File: config.mk
export PLATFORM = sky130hd
export DESIGN_NAME = dsss_tx_framer
export DESIGN_NICKNAME = d
export VERILOG_FILES = /design/src/rtl/dsss_tx_pkg.sv /design/src/rtl/dsss_chip_timer.sv /design/src/rtl/dsss_symbol_spreader.sv /design/src/rtl/dsss_frame_seq.sv /design/src/rtl/dsss_tx_framer.sv
export SDC_FILE = /design/constraint.sdc
export NUM_CORES = 1
export LEC_CHECK = 0
export BUFFER_PORTS_ARGS = -buffer_cell sky130_fd_sc_hd__buf_2
export CAP_MARGIN = 10
export CORE_MARGIN = 2
export CORE_UTILIZATION = 60
export CTS_CLUSTER_SIZE = 25
export DETAILED_ROUTE_END_ITERATION = 16
export PLACE_DENSITY_LB_ADDON = 0.2
export SLEW_MARGIN = 5
export SYNTH_ARGS = -nofsm -noshare
export SYNTH_HDL_FRONTEND = slang
export SYNTH_SLANG_ARGS = --single-unit
File: constraint.sdc
create_clock -name clk -period 2.6 [get_ports clk]
set_input_delay 0.65 -clock clk [delete_from_list [all_inputs] [get_ports clk]]
set_output_delay 0.65 -clock clk [all_outputs]
set_load 0.02 [all_outputs]
File: src/rtl/dsss_tx_pkg.sv
package dsss_tx_pkg;

  // Code for nibble 0, chip i at bit (31 - i).
  localparam logic [31:0] BASE_CODE = 32'hD9C3522E;

  typedef enum logic [2:0] {
    SQ_IDLE, SQ_PRE, SQ_SFD, SQ_LEN, SQ_PAY, SQ_FCS_LO, SQ_FCS_HI, SQ_DRAIN
  } seq_state_e;

  // Chip idx of the code for nibble sym: rotated base, odd chips flipped for sym >= 8.
  function automatic logic pn_chip(input logic [3:0] sym, input logic [4:0] idx);
    logic [4:0] j;
    j = idx - {sym[2:0], 2'b00};
    return BASE_CODE[5'd31 - j] ^ (sym[3] & idx[0]);
  endfunction

  // Reflected CRC-16 step over one byte, LSB first.
  function automatic logic [15:0] crc16_byte(input logic [15:0] c, input logic [7:0] d);
    logic [15:0] r;
    logic        fb;
    r = c;
    for (int i = 0; i < 8; i++) begin
      fb = r[0] ^ d[i];
      r  = r >> 1;
      if (fb) r = r ^ 16'h8408;
    end
    return r;
  endfunction

endpackage

File: src/rtl/dsss_chip_timer.sv
module dsss_chip_timer #(
  parameter int CLK_PER_CHIP = 8
) (
  input  logic clk,
  input  logic rst_n,
  output logic strobe
);
  localparam int CW = (CLK_PER_CHIP > 1) ? $clog2(CLK_PER_CHIP) : 1;

  logic [CW-1:0] cnt;

  assign strobe = (cnt == CW'(CLK_PER_CHIP - 1));

  always_ff @(posedge clk or negedge rst_n) begin
    if (!rst_n)      cnt <= '0;
    else if (strobe) cnt <= '0;
    else             cnt <= cnt + 1'b1;
  end

  AST_STROBE_SINGLE: assert property (@(posedge clk) disable iff (!rst_n)
    strobe |=> !strobe);
endmodule

File: src/rtl/dsss_symbol_spreader.sv
module dsss_symbol_spreader
  import dsss_tx_pkg::*;
(
  input  logic       clk,
  input  logic       rst_n,
  input  logic       strobe,
  input  logic       byte_valid,
  input  logic [7:0] byte_data,
  output logic       byte_ready,
  output logic       chip_out,
  output logic       chip_valid,
  output logic       byte_done
);
  logic       loaded;
  logic [7:0] cur;
  logic       hi;
  logic [4:0] idx;
  logic       last_chip;

  assign last_chip  = loaded && strobe && hi && (idx == 5'd31);
  assign byte_ready = !loaded || last_chip;

  always_ff @(posedge clk or negedge rst_n) begin
    if (!rst_n) begin
      loaded     <= 1'b0;
      cur        <= '0;
      hi         <= 1'b0;
      idx        <= '0;
      chip_out   <= 1'b0;
      chip_valid <= 1'b0;
      byte_done  <= 1'b0;
    end else begin
      chip_valid <= 1'b0;
      byte_done  <= 1'b0;
      if (loaded && strobe) begin
        chip_out   <= pn_chip(hi ? cur[7:4] : cur[3:0], idx);
        chip_valid <= 1'b1;
        idx        <= idx + 1'b1;
        if (idx == 5'd31) begin
          hi <= !hi;
          if (hi) byte_done <= 1'b1;
        end
      end
      if (byte_ready && byte_valid) begin
        cur    <= byte_data;
        loaded <= 1'b1;
        hi     <= 1'b0;
        idx    <= '0;
      end else if (last_chip) begin
        loaded <= 1'b0;
      end
    end
  end

  AST_DONE_WITH_CHIP: assert property (@(posedge clk) disable iff (!rst_n)
    byte_done |-> chip_valid);
endmodule

File: src/rtl/dsss_frame_seq.sv
module dsss_frame_seq
  import dsss_tx_pkg::*;
#(
  parameter int         PRE_BYTES = 4,
  parameter logic [7:0] SFD_BYTE  = 8'hA7,
  parameter int         MAX_LEN   = 127
) (
  input  logic       clk,
  input  logic       rst_n,
  input  logic       start,
  input  logic [7:0] len,
  input  logic       in_valid,
  input  logic [7:0] in_data,
  output logic       in_ready,
  input  logic       sp_ready,
  input  logic       byte_done,
  output logic       sp_valid,
  output logic [7:0] sp_data,
  output logic       busy,
  output logic       sfd_sent,
  output logic       len_err
);
  localparam int PW = (PRE_BYTES > 1) ? $clog2(PRE_BYTES) : 1;
  localparam int DW = $clog2(PRE_BYTES + MAX_LEN + 3) + 1;

  seq_state_e    state;
  logic [PW-1:0] pre_cnt;
  logic [7:0]    len_q;
  logic [7:0]    left;
  logic [15:0]   crc;
  logic [DW-1:0] done_cnt;
  logic [DW-1:0] last_idx;
  logic          take;

  assign last_idx = DW'(len_q) + DW'(PRE_BYTES + 1);

  always_comb begin
    sp_valid = 1'b0;
    sp_data  = 8'h00;
    case (state)
      SQ_PRE:    sp_valid = 1'b1;
      SQ_SFD:    begin sp_valid = 1'b1; sp_data = SFD_BYTE;   end
      SQ_LEN:    begin sp_valid = 1'b1; sp_data = len_q;      end
      SQ_PAY:    begin sp_valid = in_valid; sp_data = in_data; end
      SQ_FCS_LO: begin sp_valid = 1'b1; sp_data = crc[7:0];   end
      SQ_FCS_HI: begin sp_valid = 1'b1; sp_data = crc[15:8];  end
      default:   ;
    endcase
  end

  assign take     = sp_valid && sp_ready;
  assign in_ready = (state == SQ_PAY) && sp_ready;
  assign busy     = (state != SQ_IDLE);

  always_ff @(posedge clk or negedge rst_n) begin
    if (!rst_n) begin
      state    <= SQ_IDLE;
      pre_cnt  <= '0;
      len_q    <= '0;
      left     <= '0;
      crc      <= '0;
      done_cnt <= '0;
      sfd_sent <= 1'b0;
      len_err  <= 1'b0;
    end else begin
      len_err <= 1'b0;
      if (byte_done) begin
        done_cnt <= done_cnt + 1'b1;
        if (done_cnt == DW'(PRE_BYTES)) sfd_sent <= 1'b1;
      end
      case (state)
        SQ_IDLE: if (start) begin
          if (len > 8'(MAX_LEN) || len < 8'd2) begin
            len_err <= 1'b1;
          end else begin
            len_q    <= len;
            left     <= len - 8'd2;
            crc      <= '0;
            pre_cnt  <= '0;
            done_cnt <= '0;
            state    <= SQ_PRE;
          end
        end
        SQ_PRE: if (take) begin
          pre_cnt <= pre_cnt + 1'b1;
          if (pre_cnt == PW'(PRE_BYTES - 1)) state <= SQ_SFD;
        end
        SQ_SFD: if (take) state <= SQ_LEN;
        SQ_LEN: if (take) state <= (left == 8'd0) ? SQ_FCS_LO : SQ_PAY;
        SQ_PAY: if (take) begin
          crc  <= crc16_byte(crc, in_data);
          left <= left - 8'd1;
          if (left == 8'd1) state <= SQ_FCS_LO;
        end
        SQ_FCS_LO: if (take) state <= SQ_FCS_HI;
        SQ_FCS_HI: if (take) state <= SQ_DRAIN;
        SQ_DRAIN: if (byte_done && done_cnt == last_idx) begin
          state    <= SQ_IDLE;
          sfd_sent <= 1'b0;
        end
        default: state <= SQ_IDLE;
      endcase
    end
  end

  AST_READY_IN_PAYLOAD: assert property (@(posedge clk) disable iff (!rst_n)
    (in_valid && in_ready) |=> busy);
  AST_ERR_AFTER_START: assert property (@(posedge clk) disable iff (!rst_n)
    len_err |-> ($past(start) && !busy));
endmodule

File: src/rtl/dsss_tx_framer.sv
module dsss_tx_framer
  import dsss_tx_pkg::*;
#(
  parameter int         CLK_PER_CHIP = 8,
  parameter int         PRE_BYTES    = 4,
  parameter logic [7:0] SFD_BYTE     = 8'hA7,
  parameter int         MAX_LEN      = 127
) (
  input  logic       clk,
  input  logic       rst_n,
  input  logic       tx_start,
  input  logic [7:0] tx_len,
  output logic       len_err,
  output logic       busy,
  input  logic       in_valid,
  input  logic [7:0] in_data,
  output logic       in_ready,
  output logic       chip_out,
  output logic       chip_valid,
  output logic       sfd_sent
);
  localparam int GW = $clog2(CLK_PER_CHIP + 1);

  logic       strobe;
  logic       sp_valid;
  logic       sp_ready;
  logic [7:0] sp_data;
  logic       byte_done;

  dsss_chip_timer #(.CLK_PER_CHIP(CLK_PER_CHIP)) i_timer (
    .clk(clk), .rst_n(rst_n), .strobe(strobe)
  );

  dsss_frame_seq #(.PRE_BYTES(PRE_BYTES), .SFD_BYTE(SFD_BYTE), .MAX_LEN(MAX_LEN)) i_seq (
    .clk(clk), .rst_n(rst_n), .start(tx_start), .len(tx_len),
    .in_valid(in_valid), .in_data(in_data), .in_ready(in_ready),
    .sp_ready(sp_ready), .byte_done(byte_done), .sp_valid(sp_valid), .sp_data(sp_data),
    .busy(busy), .sfd_sent(sfd_sent), .len_err(len_err)
  );

  dsss_symbol_spreader i_spread (
    .clk(clk), .rst_n(rst_n), .strobe(strobe),
    .byte_valid(sp_valid), .byte_data(sp_data), .byte_ready(sp_ready),
    .chip_out(chip_out), .chip_valid(chip_valid), .byte_done(byte_done)
  );

  // Spacing watch: cycles since the previous chip pulse, saturating.
  logic [GW-1:0] gap;
  logic          seen;
  always_ff @(posedge clk or negedge rst_n) begin
    if (!rst_n) begin
      gap  <= '0;
      seen <= 1'b0;
    end else if (chip_valid) begin
      gap  <= GW'(1);
      seen <= 1'b1;
    end else if (gap != GW'(CLK_PER_CHIP)) begin
      gap <= gap + 1'b1;
    end
  end

  AST_CHIP_SPACING: assert property (@(posedge clk) disable iff (!rst_n)
    (chip_valid && seen) |-> (gap >= GW'(CLK_PER_CHIP)));
  AST_CHIP_IN_FRAME: assert property (@(posedge clk) disable iff (!rst_n)
    chip_valid |-> busy);
  AST_SFD_IN_FRAME: assert property (@(posedge clk) disable iff (!rst_n)
    sfd_sent |-> busy);
  AST_SFD_RISE_AFTER_CHIP: assert property (@(posedge clk) disable iff (!rst_n)
    $rose(sfd_sent) |-> $past(chip_valid));
  AST_REJECT_SILENT: assert property (@(posedge clk) disable iff (!rst_n)
    len_err |-> !chip_valid);
endmodule

### After elaboration in Yosys (flattened, before gate mapping)

Memories as Yosys holds them, arrays and structs flattened.
Cells that the tools add are included.

| word-level totals | value |
|---|---|
| output and inout port bits | 6 |
| bits of input ports | 20 |
| ROM bits | 32 |
| bits in registers | 69 |
| memories kept | 1 |

Memory list:

| memory | depth | width | rd ports | clocked after memory_dff | wr ports | line | RTL |
|---|---|---|---|---|---|---|---|
| (no name shown) | 32 | 1 | 1 | 0 | 0 | dsss_tx_pkg.sv:14 | `return BASE_CODE[5'd31 - j] ^ (sym[3] & idx[0]);` |

| cells by class | value |
|---|---|
| order comparisons | 3 |
| mux-type cells | 74 |
| $add $sub $neg | 9 |
| equal/unequal tests | 24 |
| bitwise gates (word level) | 19 |
| reduce and logical (&&, ||, !) cells | 24 |

Operators by type and width:

| kind | count |
|---|---|
| $mux W16 | 25 |
| $pmux W8 S5 | 1 |
| $mux W3 | 12 |
| $mux W9 | 4 |
| $pmux W16 S2 | 1 |
| $mux W8 | 3 |
| $not A2 Y3 | 8 |
| $pmux W3 S8 | 1 |
| $mux W1 | 18 |
| $ne A2 B1 Y1 const B | 8 |
| $pmux W8 S2 | 1 |
| $eq A3 B3 Y1 const B | 5 |
| $reduce_and A11 Y1 | 1 |
| $mux W5 | 2 |
| $reduce_bool A2 Y1 | 5 |
| $add A8 B3 Y9 const B | 1 |
| $add A9 B1 Y9 const B | 1 |
| $eq A9 B3 Y1 const B | 1 |
| $eq A9 B9 Y1 | 1 |
| $xor A1 B1 Y1 | 9 |
| $eq A8 B1 Y1 const B | 1 |
| $gt A8 B7 Y1 const B | 1 |
| $logic_not A8 Y1 | 1 |
| $lt A8 B2 Y1 const B | 1 |
| other kinds (28) | 41 |

### Depth between registers and ports, before layout

Gate-level depths: netlist (run 1).

| logic depth | value |
|---|---|
| depth after elaboration | 36 |
| depth in mapped cells | 11 |
| mapped depth without buffers | 10 |

### Cells and area by module

Synthesis (run 1) repeated with hierarchy kept, for this count alone.

| second synthesis, totals | value |
|---|---|
| cells, all modules | 439 |
| area total of the unflattened synthesis | 4,204.0 µm² |

Modules (own cells, without submodules):

| module | cells each | seq. area each (µm²) | area each (µm²) | instances |
|---|---|---|---|---|
| dsss_frame_seq | 354 | 1,201.2 | 3,128.0 | 1 |
| dsss_symbol_spreader | 79 | 450.4 | 972.2 | 1 |
| dsss_chip_timer | 6 | 75.1 | 103.8 | 1 |

### Worst setup path before layout (run 1)

Ideal clock, no wire load.

| path | value |
|---|---|
| path type | reg2reg |
| start point | register i_spread.hi |
| end point | register i_spread.chip_out |
| stages on the path, launching flop included | 12 |
| clock period less this slack | 2.331 ns |
| data arrival time | 2.254 ns |
| path slack | 0.269 ns |
| cell sequence | dfrtp_1 > buf_2 > mux2_2 > ha_1 > inv_1 > fa_1 > nand2b_1 > o21ai_0 > a211oi_1 > a31oi_1 > xor2_1 > a21oi_1 |

| on the way | value |
|---|---|
| cells in the longest elaborated chain, start to end | 6 |

RTL lines:

| element | line | RTL |
|---|---|---|
| start: declaration | dsss_symbol_spreader.sv:16 | `logic hi;` |
| start signal: assignment | dsss_symbol_spreader.sv:40 | `hi <= !hi;` |
| $mux W4 * | dsss_symbol_spreader.sv:36 | `chip_out <= pn_chip(hi ? cur[7:4] : cur[3:0], idx);` |
| $sub A5 B5 Y5 | dsss_tx_pkg.sv:13 | `j = idx - {sym[2:0], 2'b00};` |
| $sub A5 B5 Y5 | dsss_tx_pkg.sv:14 |  |
| $mem_v2 Z32 W1 | -- |  |
| $mux W1 (not written as such) | dsss_tx_pkg.sv:14 |  |
| $xor A1 B1 Y1 * | dsss_tx_pkg.sv:14 |  |
| end signal: assignment | dsss_symbol_spreader.sv:36 |  |
| end: declaration | dsss_symbol_spreader.sv:10 | `output logic chip_out,` |

Mark *: on every way between the ends. The rest lies on a longest branch, timed or not. The select of a mux whose other input is x is not followed.
A chain may end at the register's enable or synchronous reset.

### Worst setup path in the final report (run 1)

| path | value |
|---|---|
| start point | register i_spread.idx[0] |
| end point | output port in_ready |

| on the way | value |
|---|---|
| cells in the longest elaborated chain, start to end | 4 |

RTL lines:

| element | line | RTL |
|---|---|---|
| start: declaration | dsss_symbol_spreader.sv:17 | `logic [4:0] idx;` |
| start signal: assignment | dsss_symbol_spreader.sv:38 | `idx <= idx + 1'b1;` |
| $eq A5 B5 Y1 | dsss_symbol_spreader.sv:20 | `assign last_chip = loaded && strobe && hi && (idx == 5'd31);` |
| $logic_and A1 B1 Y1 | dsss_symbol_spreader.sv:20 |  |
| $logic_or A1 B1 Y1 | dsss_symbol_spreader.sv:21 | `assign byte_ready = !loaded \|\| last_chip;` |
| $logic_and A1 B1 Y1 | dsss_frame_seq.sv:52 | `assign in_ready = (state == SQ_PAY) && sp_ready;` |
| end: declaration | dsss_tx_framer.sv:17 | `output logic in_ready,` |

Every way passes these cells.

==> impl_metrics.tcl, run 1 <==
set metrics [dict create \
    h-tree-depth 3 \
    grt_pass1_vias 3389 \
    synth-async-reset-ratio_pct 100 \
    core_area_mm2 0.00676 \
    slew_headroom_pct 69.3 \
    max_freq_ghz 0.393 \
    synth_top_area_share_pct 41.7 \
    tritoncts "built" \
    syn_area_per_cell_um2 9.32 \
    worst-path-max-fanout 5 \
    p_total_w 0.00206 \
    gp_congestion 0.875 \
    period_needed_ns 2.54 \
    final_util_pct 68.8 \
    cp-start-kind "flop" \
    hold_path_class "primary input to async pin" \
    rsz0062_at_grt "yes" \
    path_cells "ha_1, and3_1, ha_2, a31oi_4, buf_6, nor2_1, buf_2" \
    yosys_warnings 0 \
    overflow 0 \
    drv_cap 0 \
    cpPeakStageDelay_ns 0.44 \
    antenna_found_initial 0 \
    fp-row-count 30 \
    grt_first_pass_wirelength_um 16200 \
    synth_nets 483 \
    powerDensity_mw_per_mm2 443 \
    cts_buffers 9 \
    grt_max_degree 35 \
    area_growth_pct 12.2 \
    num-fill-cells 516 \
    setup_viol 0 \
    arrival_ns 1.89 \
    portBuffers 25 \
    post_drt_via_cell_ratio 6.07 \
    ant_nets 0 \
    drc 0 \
    first_iter_violations 221 \
    io_pins 26 \
    yosys.area.top_type "dfrtp_1" \
    final_layout_size_suffix_gt1_share_pct 16.3 \
    ys_ff_latch 69 \
    start_util_pct 61.4 \
    hold_violations 0 \
    die_y_um 87.1 \
    num-nets-final 518 \
    clk_pin_slew_worst_paths_ns 0.07 \
    vias 3424 \
    drt_pass1_iterations 5 \
    clock_latency_ns 0.35 \
    dp_hpwl_um 7020 \
    synth-edff-count 0 \
    outcome "completed" \
    worst_clock_skew_ns 0.00600 \
    crit_path_end_kind "primary output" \
    ir_drop_uv 272 \
    crit_type "flop to primary output" \
    leakage_nw 1.99 \
    regArea_mm2 0.00173 \
    dieArea_mm2 0.00759 \
    syn_inst 445 \
    worst-path-buf-inv 2 \
    worstMarginPinSlew_ns 0.457 \
    yosys-top-cells-area "dfrtp_1, xnor2_1, xor2_1" \
    period_share_pct 97.8 \
    dieWidth_um 87.1 \
    yosysSeqAreaShare_pct 41.7 \
    clockBufferDepth 2 \
    root_buffer "clkbuf_8" \
    yosys_most_used_dff "dfrtp_1" \
    clock-sinks 69 \
    num_antenna_cells 0 \
    crit_family "flip-flops" \
    crit_required_ns 1.95 \
    grt_usage_pct 27.3 \
    totalWireLength_um 9650 \
    drv_slew 0 \
    routedWlPerCell_um 17.1 \
    multiInputGateArea_mm2 0.00228 \
    slowest_stage "dfrtp_2" \
    synth_cell_types 55 \
    syn-cell-area_mm2 0.00415 \
]
-- cells in the final DEF (no fill, tap or decap), drive strengths merged, types with 2 or more instances in the layout --
cell	count
clkbuf	14
and2	3
a311oi	4
ha	17
a21oi	19
nor4	6
xor2	25
nand4	7
nor2	45
o31ai	13
nand2	46
dfrtp	69
nand3	10
a222oi	4
a211oi	4
xnor2	33
mux2i	7
nor3	6
o22ai	2
or2	3
a21o	5
a211o	2
or4b	2
buf	48
o2bb2ai	2
nand2b	6
inv	16
a31oi	8
and3	7
a22oi	5
mux2	8
o21ai	18
-- path summary, 6_finish.rpt --
path,cells past startpoint,end,slack [ns],start
max in group asynchronous,2,i_seq.len_q[6],1.88,rst_n
min in group clk,1,i_timer.cnt[0],0.42,i_timer.cnt[0]
worst min-delay path,1,i_spread.idx[0],0.1,rst_n
worst min register to register,1,i_timer.cnt[0],0.42,i_timer.cnt[0]
worst max-delay path,7,in_ready,0.06,i_spread.idx[0]
worst max register to register,8,i_seq.state[2],0.16,i_seq.state[1]
-- power breakdown --
part	switching (W)	internal [W]
logic	0.0000856	0.0000643
clock network	0.000383	0.000419
registers	0.0000228	0.00109
-- metal layers --
| layer | global-route usage (%) | vias up | share of wire [%] |
|---|---|---|---|
| met1 | 35.1 | 1677 | 44 |
| li1 | - | 1640 | - |
| met4 | 12.0 | 0 | 2.5 |
| met5 | 0 | - | 0 |
| met2 | 45.7 | 86 | 50 |
| met3 | 4.27 | 21 | 3.6 |
-- state kept, by name, indices dropped and copies added, names as in the netlist --
signal	cells
i_spread.hi	1
i_seq.sfd_sent	1
i_seq.done_cnt	9
i_seq.state	3
i_seq.crc	16
i_spread.loaded	1
i_seq.len_err	1
i_spread.byte_done	1
i_spread.cur	8
i_spread.chip_out	1
i_seq.len_q	8
i_seq.pre_cnt	2
i_seq.left	8
i_spread.chip_valid	1
i_timer.cnt	3
i_spread.idx	5
-- cells in the mapped netlist (2+ instances only) --
cell	n
nand3_1	10
o2bb2ai_1	2
a222oi_1	4
a311oi_1	4
inv_1	16
or2_2	2
and2_1	3
and3_1	7
a21o_1	5
o21ai_0	18
xor2_1	25
ha_1	17
clkbuf_1	18
nand4_1	7
a211o_1	2
a31oi_1	8
a211oi_1	4
nand2b_1	6
a22oi_1	5
dfrtp_1	69
mux2_2	8
nor2_1	45
nand2_1	46
a21oi_1	18
o22ai_1	2
buf_2	5
nor3_1	6
mux2i_1	7
nor4_1	6
xnor2_1	33
o31ai_1	13
-- layout make-up --
type	instances	share of cell area [%]
sequential	69	37.2
clock inverter	1	0.108
timing repair buffer	48	6.48
tap	80	2.15
inverter	16	1.29
clock buffer	14	3.71
multi-input combinational	336	49.1
-- repair_timing --
action,4_1_cts,5_1_grt
buffers inserted,0,3
pin swaps,0,1
cloned,0,0
gates resized for setup,1,6
endpoints found under the setup margin,1,3
hold buffers,0,0
-- kinds of logic after synthesis --
group,after synthesis,share of synthesized area [%]
flip-flops,69,41.7
adder cells (fa/ha/maj),18,5.61
multiplexers,15,3.86
AO/OA/AOI/OAI,98,16.2
XOR/XNOR,58,12.3
buffers and inverters,40,3.86
AND/OR/NAND/NOR,147,16.6
-- metrics by stage --
| step | worst slack, ns | TNS (ns) | cell area, µm² | hold WS (ns) | instances |
|---|---|---|---|---|---|
| floorplan | 0.269 | 0 | 4150 | 0.354 | 445 |
| global placement | 0.269 | 0 | 4420 | 0.417 | 546 |
| detailed placement | 0.214 | 0 | 4420 | 0.416 | 546 |
| CTS | 0.00146 | 0 | 4610 | 0.0931 | 561 |
| global route | -0.00612 | -0.00893 | 4650 | 0.0885 | 564 |
| finish | 0.0572 | 0 | 4650 | 0.0996 | 564 |
No activity file was read; power rests on OpenSTA's default activity.
==> run 2: changes to the inputs <==
Settings changed: CELL_PAD_IN_SITES_DETAIL_PLACEMENT set to 0, CELL_PAD_IN_SITES_GLOBAL_PLACEMENT set to 1, CORE_UTILIZATION 60 to 47.
==> impl_metrics.tcl, run 2 (synthesis gave the netlist of run 1 again) <==
set metrics [dict create \
    outcome "completed" \
    leakage_nw 2.01 \
    antenna_found_initial 0 \
    worstMarginPinSlew_ns 0.485 \
    drt_pass1_iterations 4 \
    slew_headroom_pct 67.4 \
    tns_ns 0 \
    drv_cap 0 \
    period_needed_ns 2.49 \
    dieArea_mm2 0.00959 \
    die_y_um 97.9 \
    start_util_pct 48.0 \
    r2r-start "i_spread.idx[0]" \
    core_area_mm2 0.00864 \
    portBuffers 25 \
    max_freq_ghz 0.402 \
    drc 0 \
    root_buffer "clkbuf_8" \
    path_cells "ha_1, and3_1, ha_2, a31oi_4, buf_4, nor2_1, buf_2" \
    ant_nets 0 \
    vias 3324 \
    fp-row-count 34 \
    worst-path-max-fanout 3 \
    grt_max_degree 36 \
    arrival_ns 1.84 \
    totalWireLength_um 9840 \
    hold_path_class "primary input to async pin" \
    clock_latency_ns 0.35 \
    post_drt_via_cell_ratio 5.59 \
    period_share_pct 95.7 \
    dieWidth_um 97.9 \
    num-fill-cells 831 \
    routedWlPerCell_um 16.5 \
    max_flop_register "i_seq.crc" \
    clockBufferDepth 2 \
    rsz0062_at_grt "no" \
    cpPeakStageDelay_ns 0.38 \
    grt_usage_pct 21.7 \
    overflow 0 \
    gp_congestion 0.873 \
    crit_type "flop to primary output" \
    layout_commonest_cell "dfrtp_1" \
    dp_hpwl_um 7340 \
    io_pins 26 \
    crit_family "adder cells" \
    finish.cell_count_without_fillers 595 \
    area_growth_pct 13.9 \
    cts_buffers 9 \
    clock-sinks 69 \
    crit_required_ns 1.95 \
    first_iter_violations 201 \
    crit_path_end_kind "primary output" \
    final_layout_size_suffix_gt1_share_pct 16.8 \
    grt_first_pass_wirelength_um 16600 \
    num_antenna_cells 0 \
    worst-path-buf-inv 2 \
    dp_cells 579 \
    grt_pass1_vias 3327 \
    tritoncts "built" \
    cp-startpoint "i_spread.idx[0]" \
    mostFrequentLayoutCells "dfrtp_1, nand2_1, nor2_1, xnor2_1" \
    num-nets-final 521 \
    hold_violations 0 \
    largest_reg_flops 16 \
    worst_clock_skew_ns 0.0125 \
    drv_slew 0 \
    cp-start-kind "flop" \
    top_regs "i_seq.crc: 16 flops, i_seq.done_cnt: 9 flops" \
    ir_drop_uv 265 \
    setup_viol 0 \
    clk_pin_slew_worst_paths_ns 0.08 \
    h-tree-depth 3 \
    slowest_stage "dfrtp_1" \
    powerDensity_mw_per_mm2 430 \
]
## run 2: cell types whose count changed in the layout (fill, tap and decap cells not counted), sizes merged
cell	previous run	this run
buf	48	51
clkinv	1	4
clkbuf	14	10
clkinvlp	0	1
## run 2: per-stage QoR
stage | util [%] | total power (W) | hold slack [ns] | cell area (µm²) | setup slack (ns)
final | 54.7 | 0.00203 | 0.247 | 4720 | 0.113
after global routing | 54.7 | 0.00212 | 0.266 | 4720 | 0.00887
after CTS | 54.3 | 0.00206 | 0.247 | 4690 | 0.0275
after detailed placement | 52.4 | 0.00128 | 0.420 | 4520 | 0.243
after global placement | 52.4 | 0.00128 | 0.412 | 4520 | 0.300
after floorplan | - | 0.00121 | 0.354 | 4150 | 0.269
## run 2: per-layer routing
layer,GRT usage [%],wire length [µm],vias to the layer above
met5,0,0,-
met4,8.23,152,0
met3,3.72,293,12
met2,35.0,4690,53
met1,29.4,4700,1605
li1,-,-,1654
## run 2: final cells by class
type	count	area (µm²)	share of cell area [%]
Multi-Input combinational cell	336	2290	48.4
Sequential cell	69	1730	36.6
Timing Repair Buffer	51	349	7.39
Clock buffer	10	138	2.91
Tap cell	108	135	2.86
Inverter	16	60.1	1.27
Clock inverter	5	27.5	0.583
## run 2: final timing paths
| path | end | slack [ns] | cells past startpoint |
|---|---|---|---|
| hold / removal | i_seq.crc[12] | 0.25 | 1 |
| min in group clk | i_timer.cnt[0] | 0.43 | 1 |
| setup / recovery | in_ready | 0.11 | 7 |
| setup reg to reg | i_seq.state[1] | 0.19 | 9 |
| hold reg to reg | i_timer.cnt[0] | 0.43 | 1 |
| max in group asynchronous | i_seq.left[1] | 1.77 | 2 |
## run 2: what timing repair did
action / in CTS / in global routing
endpoints found under the hold margin: 0 / 0
cloned: 0 / 0
setup endpoints to repair: 1 / 2
gates resized for setup: 1 / 5
buffers inserted: 0 / 1
pin swaps: 0 / 1
hold buffers: 0 / 0
## run 2: power by group
| group | switching, W | internal (W) | leakage, nW |
|---|---|---|---|
| registers | 0.0000215 | 0.00108 | 0.849 |
| logic | 0.0000874 | 0.0000682 | 1.08 |
| clock network | 0.000411 | 0.000360 | 0.0877 |
